`src/rtl/uart_os_rx_pkg.sv`:
```
package uart_os_rx_pkg;

  localparam int CHAR_MAX = 8;
  localparam int IDX_W    = 4;

  typedef enum logic [2:0] {
    PAR_NONE  = 3'd0,
    PAR_EVEN  = 3'd1,
    PAR_ODD   = 3'd2,
    PAR_SPACE = 3'd3,
    PAR_MARK  = 3'd4
  } par_mode_e;

  typedef enum logic [2:0] {
    ST_IDLE,
    ST_HALF,
    ST_CONF,
    ST_DATA,
    ST_PAR,
    ST_STOP
  } rx_state_e;

  // number of data bits for a length code
  function automatic logic [IDX_W-1:0] char_bits(input logic [1:0] code);
    case (code)
      2'd0:    char_bits = IDX_W'(6);
      2'd1:    char_bits = IDX_W'(7);
      default: char_bits = IDX_W'(8);
    endcase
  endfunction

endpackage

```
`src/rtl/uart_os_rx_sync.sv`:
```
module uart_os_rx_sync #(
  parameter int STAGES = 2
) (
  input  logic clk,
  input  logic rst_n,
  input  logic din,
  output logic dout
);
  logic [STAGES-1:0] q;

  generate
    if (STAGES == 1) begin : g_one
      always_ff @(posedge clk or negedge rst_n) begin
        if (!rst_n) q <= '1;
        else        q <= din;
      end
    end else begin : g_chain
      always_ff @(posedge clk or negedge rst_n) begin
        if (!rst_n) q <= '1;
        else        q <= {q[STAGES-2:0], din};
      end
    end
  endgenerate

  assign dout = q[STAGES-1];
endmodule

```
`src/rtl/uart_os_rx_vote.sv`:
```
module uart_os_rx_vote (
  input  logic clk,
  input  logic rst_n,
  input  logic tick,
  input  logic din,
  output logic maj
);
  logic [1:0] hist;

  always_ff @(posedge clk or negedge rst_n) begin
    if (!rst_n)    hist <= 2'b11;
    else if (tick) hist <= {hist[0], din};
  end

  // 2-of-3 over the two stored samples and the current one
  assign maj = (hist[0] & hist[1]) | (hist[0] & din) | (hist[1] & din);
endmodule

```
`src/rtl/uart_os_rx_timer.sv`:
```
module uart_os_rx_timer #(
  parameter int DIV_W = 8
) (
  input  logic             clk,
  input  logic             rst_n,
  input  logic             tick,
  input  logic             clear,
  input  logic [DIV_W-1:0] div,
  output logic [DIV_W-1:0] cnt,
  output logic             bit_tick
);
  always_ff @(posedge clk or negedge rst_n) begin
    if (!rst_n)     cnt <= '0;
    else if (clear) cnt <= '0;
    else if (tick)  cnt <= (cnt == div) ? '0 : cnt + DIV_W'(1);
  end

  assign bit_tick = tick && !clear && (cnt == div);
endmodule

```
`src/rtl/uart_os_rx_hold.sv`:
```
module uart_os_rx_hold #(
  parameter int W = 8
) (
  input  logic         clk,
  input  logic         rst_n,
  input  logic         load,
  input  logic [W-1:0] din,
  input  logic         out_ready,
  output logic         out_valid,
  output logic [W-1:0] out_data,
  output logic         busy
);
  assign busy = out_valid && !out_ready;

  always_ff @(posedge clk or negedge rst_n) begin
    if (!rst_n) begin
      out_valid <= 1'b0;
      out_data  <= '0;
    end else if (load && !busy) begin
      out_valid <= 1'b1;
      out_data  <= din;
    end else if (out_valid && out_ready) begin
      out_valid <= 1'b0;
    end
  end

  AST_HOLD_STABLE: assert property (@(posedge clk) disable iff (!rst_n)
    (out_valid && !out_ready) |=> (out_valid && $stable(out_data)));
  AST_DROP_KEEPS_OLD: assert property (@(posedge clk) disable iff (!rst_n)
    (load && busy) |=> $stable(out_data));
endmodule

```
`src/rtl/uart_os_rx.sv`:
```
module uart_os_rx
  import uart_os_rx_pkg::*;
#(
  parameter int DIV_W       = 8,
  parameter int SYNC_STAGES = 2
) (
  input  logic             clk,
  input  logic             rst_n,
  input  logic             sample_en,
  input  logic             rx_serial,
  input  logic [DIV_W-1:0] cfg_div,
  input  logic [1:0]       cfg_len,
  input  logic [2:0]       cfg_parity,
  output logic             out_valid,
  input  logic             out_ready,
  output logic [7:0]       out_data,
  output logic             start_seen,
  output logic             err_parity,
  output logic             err_frame,
  output logic             err_overrun
);
  localparam int CW = CHAR_MAX;

  rx_state_e        state;
  logic             rx_s, maj;
  logic [DIV_W-1:0] cnt, half_m1;
  logic             bit_tick, tmr_clear;
  logic [1:0]       conf_cnt;
  logic [IDX_W-1:0] bit_idx, nbits;
  logic [CW-1:0]    shreg, aligned;
  logic             par_acc, par_bad, par_on, par_exp;
  logic             start_ok, done, hold_busy;

  uart_os_rx_sync #(.STAGES(SYNC_STAGES)) u_sync (
    .clk(clk), .rst_n(rst_n), .din(rx_serial), .dout(rx_s));

  uart_os_rx_vote u_vote (
    .clk(clk), .rst_n(rst_n), .tick(sample_en), .din(rx_s), .maj(maj));

  uart_os_rx_timer #(.DIV_W(DIV_W)) u_timer (
    .clk(clk), .rst_n(rst_n), .tick(sample_en), .clear(tmr_clear),
    .div(cfg_div), .cnt(cnt), .bit_tick(bit_tick));

  uart_os_rx_hold #(.W(CW)) u_hold (
    .clk(clk), .rst_n(rst_n), .load(done), .din(aligned),
    .out_ready(out_ready), .out_valid(out_valid), .out_data(out_data),
    .busy(hold_busy));

  assign nbits   = char_bits(cfg_len);
  assign half_m1 = (cfg_div >> 1) - DIV_W'(1);

  always_comb begin
    par_on  = 1'b1;
    par_exp = 1'b0;
    case (cfg_parity)
      PAR_EVEN:  par_exp = par_acc;
      PAR_ODD:   par_exp = ~par_acc;
      PAR_SPACE: par_exp = 1'b0;
      PAR_MARK:  par_exp = 1'b1;
      default:   par_on  = 1'b0;
    endcase
  end

  assign start_ok  = (state == ST_CONF) && sample_en && !rx_s && (conf_cnt == 2'd2);
  assign tmr_clear = ((state == ST_IDLE) && sample_en && !rx_s) || start_ok;
  assign done      = (state == ST_STOP) && bit_tick;
  assign aligned   = shreg >> (IDX_W'(CW) - nbits);

  always_ff @(posedge clk or negedge rst_n) begin
    if (!rst_n) begin
      state       <= ST_IDLE;
      conf_cnt    <= '0;
      bit_idx     <= '0;
      shreg       <= '0;
      par_acc     <= 1'b0;
      par_bad     <= 1'b0;
      start_seen  <= 1'b0;
      err_parity  <= 1'b0;
      err_frame   <= 1'b0;
      err_overrun <= 1'b0;
    end else begin
      start_seen  <= start_ok;
      err_overrun <= start_ok && hold_busy;
      err_parity  <= done && par_bad;
      err_frame   <= done && !maj;
      case (state)
        ST_IDLE: if (sample_en && !rx_s) state <= ST_HALF;
        ST_HALF: if (sample_en && cnt == half_m1) begin
          state    <= ST_CONF;
          conf_cnt <= '0;
        end
        ST_CONF: if (sample_en) begin
          if (rx_s) begin
            state <= ST_IDLE;
          end else if (conf_cnt == 2'd2) begin
            state   <= ST_DATA;
            bit_idx <= '0;
            shreg   <= '0;
            par_acc <= 1'b0;
            par_bad <= 1'b0;
          end else begin
            conf_cnt <= conf_cnt + 2'd1;
          end
        end
        ST_DATA: if (bit_tick) begin
          shreg   <= {maj, shreg[CW-1:1]};
          par_acc <= par_acc ^ maj;
          bit_idx <= bit_idx + IDX_W'(1);
          if (bit_idx == nbits - IDX_W'(1))
            state <= par_on ? ST_PAR : ST_STOP;
        end
        ST_PAR: if (bit_tick) begin
          par_bad <= (maj != par_exp);
          state   <= ST_STOP;
        end
        ST_STOP: if (bit_tick) state <= ST_IDLE;
        default: state <= ST_IDLE;
      endcase
    end
  end

  AST_START_PULSE: assert property (@(posedge clk) disable iff (!rst_n)
    start_seen |=> !start_seen);
  AST_PARITY_NEEDS_MODE: assert property (@(posedge clk) disable iff (!rst_n)
    err_parity |-> (cfg_parity >= 3'd1 && cfg_parity <= 3'd4));
  AST_END_NOT_START: assert property (@(posedge clk) disable iff (!rst_n)
    (err_parity || err_frame) |-> !start_seen);
  AST_OVERRUN_HELD: assert property (@(posedge clk) disable iff (!rst_n)
    err_overrun |-> out_valid);
  AST_DATA_FITS: assert property (@(posedge clk) disable iff (!rst_n)
    out_valid |-> ((out_data >> nbits) == 8'd0));
endmodule

```
`config.mk`:
```
export PLATFORM = sky130hd
export DESIGN_NAME = uart_os_rx
export DESIGN_NICKNAME = d
export VERILOG_FILES = /design/src/rtl/uart_os_rx_pkg.sv /design/src/rtl/uart_os_rx_sync.sv /design/src/rtl/uart_os_rx_vote.sv /design/src/rtl/uart_os_rx_timer.sv /design/src/rtl/uart_os_rx_hold.sv /design/src/rtl/uart_os_rx.sv
export SDC_FILE = /design/constraint.sdc
export NUM_CORES = 1
export LEC_CHECK = 0
export ABC_AREA = 1
export CORE_MARGIN = 2
export CORE_UTILIZATION = 45
export DETAILED_ROUTE_END_ITERATION = 10
export DONT_BUFFER_PORTS = 1
export SLEW_MARGIN = 10
export SYNTH_ARGS = -nofsm -noshare
export SYNTH_HDL_FRONTEND = slang
export SYNTH_HIERARCHICAL = 1
export SYNTH_SLANG_ARGS = --single-unit
```
`constraint.sdc`:
```
create_clock -name clk -period 2.3 [get_ports clk]
set_input_delay 0.46 -clock clk [delete_from_list [all_inputs] [get_ports clk]]
set_output_delay 0.46 -clock clk [all_outputs]
set_load 0.1 [all_outputs]
```
==> flow_summary_export.csv, run 1 <==
group,metric,value,unit
hold_path,timing.hold.worst.class,"in2reg",
sta,grt_setup_unrepaired,"no",
die,chipWidth,81.7,um
die,floorplan.die.height,81.7,um
worst_setup_path,largest_fanout_of_any_net_on_the_critical_path,9,
detailed_routing,firstDrtPassIters,5,
layout,multi_input_area,1370,um2
clock_tree,cts-root-buf,"sky130_fd_sc_hd__clkbuf_8",
worst_setup_path,critical_path.slowest_cell,"sky130_fd_sc_hd__dfrtp_1",
detailed_routing,route.detailed.drc,0,
layout,layout.cell_area.non_filler,3120,um2
worst_setup_path,cp-end-kind,"flip-flop",
worst_setup_path,cp_num_buf_inv,1,
global_route,grt_remaining_overflow,0,
layout,storage_element_area,1110,um2
sta,max_slew_margin,0.627,
sta,max_freq,474,MHz
logic_synthesis,synth_enable_flop_cells,0,
detailed_routing,detail-route-antenna-nets,0,
worst_setup_path,cp.required,2.52,ns
place,gp_congestion,0.847,
run_status,run_status,"finished, final reports clean",
worst_setup_path,r2r_cells,8,
sta,post-route-min-period,2.11,ns
global_route,grt_usage,0.186,
die,core_area,5890,um2
clock_tree,maximum_level_of_the_cts_h_tree,2,
logic_synthesis,synth_top_family_by_area,"simple AND/OR/NAND/NOR gates",
logic_synthesis,synth_cell_types,31,
sta,finalMaxSlewViolations,0,
logic_synthesis,synth_mux_area_frac,0,
die,boundaryPins,31,
layout,area_growth_syn_to_layout,15.0,%
global_route,grt_max_degree,45,
worst_setup_path,critPathArrivalTime,2.33,ns
logic_synthesis,dominantRegCellSynth,"sky130_fd_sc_hd__dfrtp_1",
layout,layout.nets,432,
worst_setup_path,setup.worst_path.start_class,"flip-flop",
global_route,antenna_found_initial,0,
logic_synthesis,synth_nets,402,
detailed_routing,drc_violation_total_after_the_first_tritonroute_iteration,183,
clock_tree,cts_max_path_buffers,2,
sta,hold_violations,0,
logic_synthesis,synth_simple_gate_area_share,0.339,
detailed_routing,dr_total_vias,2430,
clock_tree,clk_transition_reported_paths,0.09,ns
sta,tightestPinTransition,0.558,ns
place,place.detailed.hpwl,4380,um
logic_synthesis,synth_compound_area_frac,0.102,
power_and_ir_drop,vdd_drop_max,0.438,mV
clock_tree,tritoncts,"built",
logic_synthesis,synth.yosys.warnings,6,
detailed_routing,detail_route.vias_per_cell,5.00,
place,port_buffers,0,
worst_setup_path,cp_cell_instances,"nor3_4, nand2_4, a21oi_1, nor3_4, nor2_1, nor2_4, buf_4, o22ai_1",
logic_synthesis,synthesis.instances,380,
detailed_routing,avgRoutedWirePerCell,11.9,um
layout,finalCoreUtilization,0.531,
layout,drive_above_1_share,0.129,
die,floorplan.initialDensity,0.461,
worst_setup_path,path_depth,8,
layout,fill_cells,595,
layout,antenna_cells,0,
logic_synthesis,synth.yosys.seq_area_share,0.407,
sta,timing.clock.skew,0.00737,ns
place,placedInstanceArea,2960,um2
logic_synthesis,synth_fa_ha_area_frac,0.0184,
sta,finalCritPeriodShare,0.917,
clock_tree,numClockSinks,44,
worst_setup_path,path_delay_family,"simple AND/OR/NAND/NOR gates",
clock_tree,clock_latency,0.29,ns
power_and_ir_drop,power_leakage,1.67,nW
logic_synthesis,post_syn_area_per_cell,7.15,um2
global_route,grt_first_pass_wirelength,9740,um
job,number_of_max_cap_violations,0,
clock_tree,cts_inserted_buffers,5,
die,dieArea,6670,um2
worst_setup_path,path_class,"reg2reg",
clock_tree,number_of_setup_buffers_added_after_cts,0,
detailed_routing,drt_wl_total,5800,um
logic_synthesis,syn-cell-area,2720,um2
sta,final.setup.tns,0,ns
sta,finalSetupViolations,0,
power_and_ir_drop,power.density_cell_area,856,nW/um2
hold_path,worst_hold_path.num_cells,0,
logic_synthesis,synth-async-reset-ratio,1.00,
global_route,grt_pass1_vias,2256,
die,rows,28,
worst_setup_path,critical_path.most_common_cell,"sky130_fd_sc_hd__nor3_4",
worst_setup_path,timing.critical_path.slowest_cell_delay,0.46,ns
logic_synthesis,synth.ff_latch_count,44,
logic_synthesis,synth_xor_xnor_area_share,0.0387,
## worst paths after layout
check                                       from                          to  slack (ns)
min reg2reg                u_sync/q[0]$_DFF_PN1_       u_sync/q[1]$_DFF_PN1_        0.36
min                                    rx_serial       u_sync/q[0]$_DFF_PN1_        0.16
max reg2reg                 state[2]$_DFFE_PN0P_        shreg[6]$_DFFE_PN0P_        0.19
max                         state[2]$_DFFE_PN0P_        shreg[6]$_DFFE_PN0P_        0.19
max in group asynchronous                  rst_n  u_vote/hist[1]$_DFFE_PN1P_        1.37
min in group asynchronous                  rst_n  u_timer/cnt[5]$_DFFE_PN0P_        0.65
## layout by cell type, fill, tap and decap left out, drive strengths merged
cell         count
nand2          128
inv             60
dfrtp           40
nand3           36
nor2            35
buf             25
o21ai           15
o22ai           12
a21oi            9
xnor2            8
clkbuf           5
nor3             5
xor2             4
o211ai           4
ha               4
dfstp            4
a22oi            3
nand3b           3
nor4             2
o31ai            2
nor3b            1
or2              1
nand4            1
clkinvlp         1
bufinv           1
dlygate4sd3      1
a21boi           1
## routing by layer
layer / wire length (um) / global-route usage / share of wire / vias to the layer above
met1: 2890 / 0.256 / 0.50 / 1116
met5: 0 / 0 / 0 / -
met4: 40 / 0.0567 / 0.0069 / 0
met2: 2650 / 0.302 / 0.46 / 39
met3: 218 / 0.0308 / 0.038 / 4
li1: - / - / - / 1271
## Yosys cell counts (all sizes together) (5+ instances only)
master    n  area share
o21ai    15       0.030
nand3    36       0.066
dfrtp    40        0.37
inv      59       0.082
o22ai    12       0.028
xnor2     8       0.026
nor3      5       0.013
a21oi     9       0.017
nand2   128        0.19
nor2     35       0.052
## worst reg2reg max path, cell delays in order (launching register included)
cell	delay, ns
sky130_fd_sc_hd__dfrtp_1	0.46
sky130_fd_sc_hd__nor3_4	0.33
sky130_fd_sc_hd__nand2_4	0.11
sky130_fd_sc_hd__a21oi_1	0.36
sky130_fd_sc_hd__nor3_4	0.10
sky130_fd_sc_hd__nor2_1	0.23
sky130_fd_sc_hd__nor2_4	0.12
sky130_fd_sc_hd__buf_4	0.18
sky130_fd_sc_hd__o22ai_1	0.15
## logic make-up after synthesis
| kind of cell | Yosys count |
|---|---|
| xor gates and xnor gates | 12 |
| DFF | 44 |
| and+or+nand+nor | 212 |
| buffers and inverters | 62 |
| adders and majority gates | 4 |
| AOI/OAI and AO/OA | 46 |
## registers in the layout, indices dropped and copies added (netlist names), 2 cells and up
register	count
bit_idx	4
conf_cnt	2
shreg	8
state	3
u_hold/out_data	8
u_sync/q	2
u_timer/cnt	8
u_vote/hist	2
## power by group
| part | internal (W) | switching [W] | total (W) | leakage [nW] |
|---|---|---|---|---|
| clock network | 0.000327 | 0.000282 | 0.000609 | 0.0548 |
| registers | 0.000932 | 0.000145 | 0.00108 | 0.587 |
| logic | 0.000376 | 0.000610 | 0.000985 | 1.03 |
| total | 0.00164 | 0.00104 | 0.00267 | 1.67 |
## stage by stage
stage	total power [W]	setup slack, ns	hold slack (ns)	std cells
floorplan	0.00181	0.294	0.164	380
global placement	0.00202	0.0890	0.166	476
detailed placement	0.00204	0.0581	0.165	476
CTS	0.00269	0.0308	0.143	486
global route	0.00289	0.000759	0.136	486
finish	0.00267	0.192	0.156	486
## area by class of cell
type | instances | area share
Clock inverter | 3 | 0.0148
Clock buffer | 5 | 0.0220
Tap cell | 75 | 0.0300
Sequential cell | 44 | 0.354
Multi-Input combinational cell | 274 | 0.438
Inverter | 59 | 0.0709
Timing Repair Buffer | 26 | 0.0697
## timing repair
action	CTS	global route
gates resized for setup	0	3
hold endpoints to repair	44	0
setup endpoints to repair	0	12
hold buffers	2	0
Note: power is estimated with default switching activity, not from simulation.
==> run 2: changes to the inputs <==
Settings changed: BUFFER_PORTS_ARGS set to -buffer_cell sky130_fd_sc_hd__buf_2, DONT_BUFFER_PORTS 1 to not set.
==> flow_summary_export.csv, run 2 (synthesis results as in run 1) <==
group,metric,value,unit
global_route,grt_max_degree,24,
worst_setup_path,cp.required,2.52,ns
power_and_ir_drop,net-switching-power,0.00105,W
clock_tree,cts-root-buf,"sky130_fd_sc_hd__clkbuf_8",
global_route,global_route.peak_usage_layer,"met2",
sta,timing.clock.skew,0.00699,ns
worst_setup_path,cp-end-kind,"flip-flop",
clock_tree,number_of_setup_buffers_added_after_cts,0,
clock_tree,cts_max_path_buffers,2,
run_status,run_status,"finished, final reports clean",
sta,max_freq,491,MHz
layout,antenna_cells,0,
power_and_ir_drop,power_leakage,1.76,nW
worst_setup_path,largest_fanout_of_any_net_on_the_critical_path,9,
hold_path,timing.hold.worst.class,"in2async",
layout,drive_above_1_share,0.176,
clock_tree,maximum_level_of_the_cts_h_tree,2,
worst_setup_path,r2r_start,"state[2]$_DFFE_PN0P_",
power_and_ir_drop,share_seq_of_total_power,0.394,
worst_setup_path,critical_path.slowest_cell,"sky130_fd_sc_hd__dfrtp_1",
global_route,met1_usage,0.256,
sta,post-route-min-period,2.04,ns
sta,setup_ws,0.263,ns
sta,finalCritPeriodShare,0.885,
power_and_ir_drop,pwr-share-clk,0.224,
detailed_routing,detail-route-antenna-nets,0,
clock_tree,numClockSinks,44,
global_route,grt_first_pass_wirelength,9940,um
worst_setup_path,timing.critical_path.slowest_cell_delay,0.45,ns
layout,mostFrequentLayoutCell,"sky130_fd_sc_hd__nand2_1",
place,port_buffers,30,
detailed_routing,dr_total_vias,2499,
clock_tree,clk_transition_reported_paths,0.09,ns
power_and_ir_drop,comb_power_share,0.382,
place,placedInstanceArea,3070,um2
worst_setup_path,r2r_cells,9,
die,rows,28,
die,dieArea,6670,um2
sta,tightestPinTransition,0.538,ns
layout,finalCoreUtilization,0.543,
detailed_routing,drc_violation_total_after_the_first_tritonroute_iteration,163,
global_route,grt_pass1_vias,2274,
global_route,use_met3,0.0297,
worst_setup_path,path_class,"reg2reg",
detailed_routing,route.detailed.drc,0,
worst_setup_path,critPathArrivalTime,2.26,ns
detailed_routing,drt_wl_total,5900,um
detailed_routing,firstDrtPassIters,4,
die,floorplan.die.height,81.7,um
place,pre_cts_ws,0.0509,ns
die,boundaryPins,31,
worst_setup_path,setup.worst_path.start_class,"flip-flop",
die,core_area,5890,um2
power_and_ir_drop,power.density_cell_area,850,nW/um2
global_route,grtUsageMet2,0.325,
global_route,antenna_found_initial,0,
place,gp_congestion,0.815,
sta,hold_violations,0,
power_and_ir_drop,p_sw_frac,0.387,
sta,final.setup.tns,0,ns
layout,layout.cell_area.non_filler,3190,um2
detailed_routing,avgRoutedWirePerCell,11.6,um
power_and_ir_drop,vdd_drop_max,0.603,mV
global_route,grt_remaining_overflow,0,
layout,top_regs,"shreg (8), u_hold/out_data (8), u_timer/cnt (8)",
layout,layout.nets,453,
worst_setup_path,critPathLaunch,"state[2]$_DFFE_PN0P_",
power_and_ir_drop,internal_portion_of_total_power,0.00166,W
sta,finalMaxSlewViolations,0,
sta,finalSetupViolations,0,
clock_tree,tritoncts,"built",
sta,grt_setup_unrepaired,"no",
detailed_routing,detail_route.vias_per_cell,4.93,
die,chipWidth,81.7,um
worst_setup_path,critical_path.most_common_cell,"sky130_fd_sc_hd__buf_4",
sta,max_slew_margin,0.641,
clock_tree,clock_latency,0.30,ns
job,number_of_max_cap_violations,0,
worst_setup_path,cp_cell_instances,"nor3_4, nand2_4, a21oi_1, nor3_2, buf_4, nor2_1, nor2_4, buf_4, o22ai_1",
layout,mostFrequentLayoutCells,"sky130_fd_sc_hd__nand2_1 (121), sky130_fd_sc_hd__inv_1 (58), sky130_fd_sc_hd__dfrtp_1 (40), sky130_fd_sc_hd__nand3_1 (36), sky130_fd_sc_hd__nor2_1 (33)",
place,place.detailed.hpwl,4580,um
layout,area_growth_syn_to_layout,17.6,%
sta,hold_ws,0.138,ns
global_route,grt_usage,0.192,
die,floorplan.initialDensity,0.461,
clock_tree,cts_inserted_buffers,5,
run 2: changes by cell type in the layout (fill, tap and decap cells not counted), sizes merged:
cell         before  now
dlygate4sd3       1    0
buf              25   47
run 2: what timing repair did:
item / CTS / global route
endpoints found under the setup margin: 0 / 12
hold buffers: 0 / 0
resized for setup: 0 / 3
hold endpoints to repair: 0 / 0
run 2: stage by stage:
stage,total power [W],std cells
final,0.00272,507
after global routing,0.00296,507
after CTS,0.00274,507
after detailed placement,0.00211,499
after global placement,0.00210,499
after floorplan,0.00181,380
run 2: area by class of cell:
| class | count | area [um2] |
|---|---|---|
| well taps | 75 | 93.8 |
| repair buffers | 47 | 290 |
| fillers | 604 | 2690 |
| multi-input cells | 274 | 1370 |
| flip-flops and latches | 44 | 1110 |
| clock inverters | 3 | 46.3 |
| inverters | 59 | 221 |
| clock buffers | 5 | 68.8 |
run 2: worst paths after layout:
path / endpoint / slack (ns)
setup / recovery: shreg[3]$_DFFE_PN0P_ / 0.26
hold / removal: conf_cnt[0]$_DFFE_PN0P_ / 0.14
setup reg to reg: shreg[3]$_DFFE_PN0P_ / 0.26
hold reg to reg: u_sync/q[1]$_DFF_PN1_ / 0.36
max in group asynchronous: u_vote/hist[0]$_DFFE_PN1P_ / 1.59
min in group clk: u_sync/q[0]$_DFF_PN1_ / 0.25
run 2: critical path, delay by kind of cell, from the launching register on:
kind	cells	cell delay [ns]
buffers and inverters	2	0.31
flip-flops	1	0.45
AND/OR/NAND/NOR	5	0.82
AO/OA/AOI/OAI	2	0.37
run 2: routing by layer:
layer | up-vias | share of wire
met1 | 1142 | 0.49
met5 | - | 0
met4 | 0 | 0.0081
li1 | 1314 | -
met3 | 4 | 0.034
met2 | 39 | 0.47
run 2: power by group through the flow:
| stage | clock (W) | combinational, W | sequential [W] |
|---|---|---|---|
| after floorplan | 0 | 0.000721 | 0.00109 |
| after global placement | 0 | 0.00102 | 0.00108 |
| after detailed placement | 0 | 0.00103 | 0.00108 |
| after CTS | 0.000634 | 0.00104 | 0.00107 |
| after global routing | 0.000666 | 0.00120 | 0.00109 |
| final | 0.000609 | 0.00104 | 0.00107 |
